[src/rtl/env_shaper.sv]
module env_shaper #(
  parameter int DIV = 32,
  parameter int LW  = 4,
  parameter int DW  = 16
) (
  input  logic          clk,
  input  logic          rst_n,
  input  logic          dly_lo_we,
  input  logic          dly_hi_we,
  input  logic          shape_we,
  input  logic [7:0]    wdata,
  output logic [LW-1:0] level
);
  localparam int PW = $clog2(DIV);
  localparam logic [PW-1:0] PRE_LAST = PW'(DIV - 1);
  localparam logic [LW-1:0] TOP = {LW{1'b1}};

  logic [PW-1:0] pre;
  logic [DW-1:0] dly, stc;
  logic [3:0]    shp;
  logic [LW-1:0] lvl;
  logic          up, done;

  wire tick    = (pre == PRE_LAST);
  wire step    = tick && (stc >= dly);
  wire once    = ~shp[3] | shp[0];
  wire tri_rep = shp[3] & shp[1] & ~shp[0];
  wire hold_hi = shp[3] & (shp[1] ^ shp[2]);
  wire at_end  = up ? (lvl == TOP) : (lvl == '0);

  assign level = lvl;

  always_ff @(posedge clk or negedge rst_n)
    if (!rst_n) dly <= '0;
    else if (dly_lo_we) dly[7:0] <= wdata;
    else if (dly_hi_we) dly[DW-1:8] <= wdata[DW-9:0];

  always_ff @(posedge clk or negedge rst_n)
    if (!rst_n) begin
      pre <= '0; stc <= '0; shp <= '0;
      lvl <= '0; up <= 1'b0; done <= 1'b1;
    end else if (shape_we) begin
      pre  <= '0;
      stc  <= '0;
      shp  <= wdata[3:0];
      up   <= wdata[2];
      lvl  <= wdata[2] ? '0 : TOP;
      done <= 1'b0;
    end else begin
      pre <= tick ? '0 : pre + 1'b1;
      if (tick) stc <= step ? '0 : stc + 1'b1;
      if (step && !done) begin
        if (at_end) begin
          if (once) begin
            lvl  <= hold_hi ? TOP : '0;
            done <= 1'b1;
          end else if (tri_rep) begin
            up  <= ~up;
            lvl <= up ? lvl - 1'b1 : lvl + 1'b1;
          end else
            lvl <= up ? '0 : TOP;
        end else
          lvl <= up ? lvl + 1'b1 : lvl - 1'b1;
      end
    end

  assert_restart_R2: assert property (@(posedge clk) disable iff (!rst_n)
    shape_we |=> level == ($past(wdata[2]) ? '0 : TOP));

  assert_quiet_R10: assert property (@(posedge clk) disable iff (!rst_n)
    (!shape_we && !tick) |=> $stable(level));

  assert_hold_R10: assert property (@(posedge clk) disable iff (!rst_n)
    (done && !shape_we) |=> $stable(level) && done);

  assert_delay_norestart_R9: assert property (@(posedge clk) disable iff (!rst_n)
    ((dly_lo_we || dly_hi_we) && !shape_we && !tick) |=> $stable(level));

  assert_repeat_never_ends_R5: assert property (@(posedge clk) disable iff (!rst_n)
    (shp[3] && !shp[0] && !done && !shape_we) |=> !done);

  assert_single_step_R3: assert property (@(posedge clk) disable iff (!rst_n)
    (!shape_we && !done && !(at_end)) |=> (level == $past(level)) ||
      (level == $past(level) + 1'b1) || (level == $past(level) - 1'b1));
endmodule

[config.mk]
export PLATFORM = sky130hd
export DESIGN_NAME = env_shaper
export DESIGN_NICKNAME = d
export VERILOG_FILES = /design/src/rtl/env_shaper.sv
export SDC_FILE = /design/constraint.sdc
export NUM_CORES = 1
export LEC_CHECK = 0
export ABC_AREA = 1
export BUFFER_PORTS_ARGS = -buffer_cell sky130_fd_sc_hd__buf_2
export CELL_PAD_IN_SITES_DETAIL_PLACEMENT = 1
export CELL_PAD_IN_SITES_GLOBAL_PLACEMENT = 2
export CORE_UTILIZATION = 33
export DETAILED_ROUTE_END_ITERATION = 8
export HOLD_SLACK_MARGIN = 0.12
export PLACE_DENSITY_LB_ADDON = 0.05
export SYNTH_ARGS = -nofsm -noshare
export SYNTH_HDL_FRONTEND = slang
export SYNTH_SLANG_ARGS = --single-unit
[constraint.sdc]
create_clock -name clk -period 1.6 [get_ports clk]
set_input_delay 0.16 -clock clk [delete_from_list [all_inputs] [get_ports clk]]
set_output_delay 0.16 -clock clk [all_outputs]
set_load 0.02 [all_outputs]
==> flow_metrics.env <==
export IMPL_setup_viol=22
export IMPL_tightestPinTransition_ns=0.453
export IMPL_fin_skew_ns=0.0124
export IMPL_r2r_end="stc[2]"
export IMPL_slowest_stage="dfrtp_1"
export IMPL_critPathTopFamily="compound AO/OA/AOI/OAI gates"
export IMPL_critPathLaunchType="flop"
export IMPL_status="finished with violations"
export IMPL_setup_ws_ns=-0.136
export IMPL_p_leak_nw=1.92
export IMPL_route_detailed_drc=0
export IMPL_drt_initial_drc_count=56
export IMPL_synth_mux_area_share_pct=0
export IMPL_core_mm2=0.00826
export IMPL_antenna_cells=0
export IMPL_min_from="dly_lo_we"
export IMPL_pwr_density_cell_mw_per_mm2=761
export IMPL_area_sequential_mm2=0.00118
export IMPL_slew_headroom_pct=69.8
export IMPL_rrSetupSlack_ns=-0.14
export IMPL_avgSynthCellArea_um2=7.76
export IMPL_hold_violations=0
export IMPL_cts_sinks=47
export IMPL_wirelength_um=7940
export IMPL_layout_common_cells="nand2_1, inv_1, buf_4, dfrtp_1, a21oi_1"
export IMPL_dp_cells=527
export IMPL_synth_cell_types=30
export IMPL_start_util_pct=34.4
export IMPL_synth_top_family_by_area="simple AND/OR/NAND/NOR gates"
export IMPL_io_pins=17
export IMPL_multiInputGateArea_mm2=0.00160
export IMPL_ir_drop_mv=0.322
export IMPL_max_freq_mhz=576
export IMPL_end_kind="flop"
export IMPL_rows=33
export IMPL_grt_antenna_before_repair=0
export IMPL_finalCriticalPeriod_ns=1.74
export IMPL_synthSimpleGateAreaFrac_pct=24.8
export IMPL_vias=2616
export IMPL_path_buf_inv=2
export IMPL_grt_ovfl_total=0
export IMPL_rsz0062_at_grt="true"
export IMPL_viasPerCell=4.77
export IMPL_clk_path_buf_depth=2
export IMPL_holdPathStages=3
export IMPL_cts_clk_slew_worst_paths_ns=0.11
export IMPL_dieWidth_um=94.8
export IMPL_reg2reg_depth=8
export IMPL_die_h_um=94.8
export IMPL_grt_use_total_pct=19.4
export IMPL_hold_end="dly[2]"
export IMPL_cts_buffers_inserted=5
export IMPL_n_fill_cell=1001
export IMPL_clock_root_buffer="clkbuf_8"
export IMPL_grt_pass1_wl_um=13400
export IMPL_syn_num_nets=400
export IMPL_cp_required_ns=1.84
export IMPL_area_growth_pct=33.7
export IMPL_synthAdderAreaFrac_pct=9.25
export IMPL_dpl_hpwl_um=6260
export IMPL_failed_checks="setup timing"
export IMPL_fp_dieArea_mm2=0.00899
export IMPL_cp_arrival_ns=1.98
export IMPL_grt_pass1_vias=2769
export IMPL_nNetsFinal=477
export IMPL_wl_per_cell_um=14.5
export IMPL_synth_xor_area_share_pct=3.39
export IMPL_cpPeakStageDelay_ns=0.36
export IMPL_ant_nets=0
export IMPL_hold_path_class="primary input to flop"
export IMPL_drv_slew=0
export IMPL_finalCritPeriodShare_pct=108
export IMPL_htreeDepth=2
export IMPL_stdcell_count=549
export IMPL_cts_tree="done"
export IMPL_synth_cells=366
export IMPL_gp_congestion=0.744
export IMPL_crit_chain="inv_2 -> ha_1 -> nand2_1 -> o21ai_1 -> a21oi_2 -> nand3_4 -> buf_4 -> o21ai_0"
export IMPL_grt_max_degree=24
export IMPL_layout_commonest_cell="nand2_1"
export IMPL_place_ws_ns=-0.293
export IMPL_port_buffers=16
export IMPL_synth_compound_area_share_pct=12.4
export IMPL_post_route_util_pct=46.0
export IMPL_clock_latency_ns=0.31
export IMPL_r2r_start="dly[15]"
export IMPL_synth_seq_cells=47
export IMPL_synth_seq_area_share_pct=41.4
export IMPL_syn_area_mm2=0.00284
export IMPL_yosys_warnings=0
export IMPL_cap_viol_max_count=0
export IMPL_crit_type="flop to flop"
export IMPL_first_pass_iters=4
export IMPL_drive_gt1_share_pct=29.1
export IMPL_critical_path_peak_fanout=3
-- worst min-delay path, delay by kind of cell --
kind / cells / cell delay [ns]
compound gates: 1 / 0.10
buf+inv: 2 / 0.28
-- final cells by class --
cell class | count | area share [%]
clock buffer | 5 | 1.81
clock inverter | 3 | 0.626
inverter | 58 | 5.83
multi-input combinational | 255 | 42.0
sequential | 47 | 31.0
tap | 105 | 3.46
timing repair buffer | 76 | 15.2
-- Yosys cell counts (all sizes together) --
| master | number | area [µm²] |
|---|---|---|
| nand4 | 10 | 62.6 |
| clkinv | 1 | 3.75 |
| nor3 | 4 | 36.3 |
| xor2 | 9 | 78.8 |
| a22o | 1 | 8.76 |
| nand3 | 19 | 123 |
| inv | 57 | 214 |
| ha | 21 | 263 |
| nand2 | 97 | 369 |
| o21bai | 1 | 11.3 |
| dfstp | 1 | 26.3 |
| a21oi | 26 | 130 |
| buf | 4 | 20.0 |
| dfrtp | 46 | 1150 |
| nand3b | 1 | 7.51 |
| nor2 | 25 | 106 |
| o22ai | 6 | 37.5 |
| clkbuf | 3 | 11.3 |
| o21ai | 32 | 164 |
| xnor2 | 2 | 17.5 |
-- repair_timing --
item / 4_1_cts / 5_1_grt
pin swaps: 10 / 14
gates resized for setup: 27 / 22
endpoints found under the setup margin: 22 / 24
endpoints found under the hold margin: 30 / 0
buffers inserted: 1 / 1
gates cloned: 1 / 0
hold buffers: 11 / 0
-- through the flow --
stage | power (mW) | setup TNS (ns) | hold WS, ns | cell area [µm²]
2_1_floorplan | 1.77 | -0.185 | -0.136 | 2860
3_3_place_gp | 2.07 | -3.21 | 0.137 | 3400
3_5_place_dp | 2.08 | -3.92 | 0.138 | 3400
4_1_cts | 2.91 | -3.04 | 0.243 | 3720
5_1_grt | 3.08 | -4.76 | 0.291 | 3800
6_report | 2.89 | -2.43 | 0.257 | 3800
-- report_power, final --
| group | switching, mW | total (mW) | internal (mW) |
|---|---|---|---|
| clock network | 0.461 | 0.775 | 0.314 |
| registers | 0.0686 | 1.35 | 1.28 |
| logic | 0.444 | 0.770 | 0.326 |
-- kinds of logic (layout without fill, tap and decap cells) --
logic type,after synthesis,after routing
XOR/XNOR,11,11
flip-flops,47,47
AO/OA/AOI/OAI,66,66
buffers and inverters,65,142
AND/OR/NAND/NOR,156,157
adder cells (fa/ha/maj),21,21
-- sequential cells by signal, summed over array words and instances (netlist names) --
| name | cells |
|---|---|
| stc | 16 |
| level | 4 |
| up | 1 |
| pre | 5 |
| shp | 4 |
| done | 1 |
| dly | 16 |
-- worst max-delay path by stage --
stage | startpoint | endpoint | slack (ns) | depth (start not counted)
global route | stc[5] | up | -0.25 | 14
floorplan | stc[5] | up | -0.06 | 14
finish | dly[15] | stc[2] | -0.14 | 8
CTS | stc[7] | up | -0.18 | 14
global placement | pre[0] | stc[9] | -0.23 | 11
detailed placement | stc[7] | up | -0.29 | 14
-- metal layers --
layer	track usage, %	vias up	share of wire, %
met5	0	-	0
met4	4.80	0	1.2
met3	2.42	7	1.2
met2	33.0	14	48
met1	26.1	1262	49
li1	-	1333	-
Note: power is estimated with default switching activity, not from simulation.
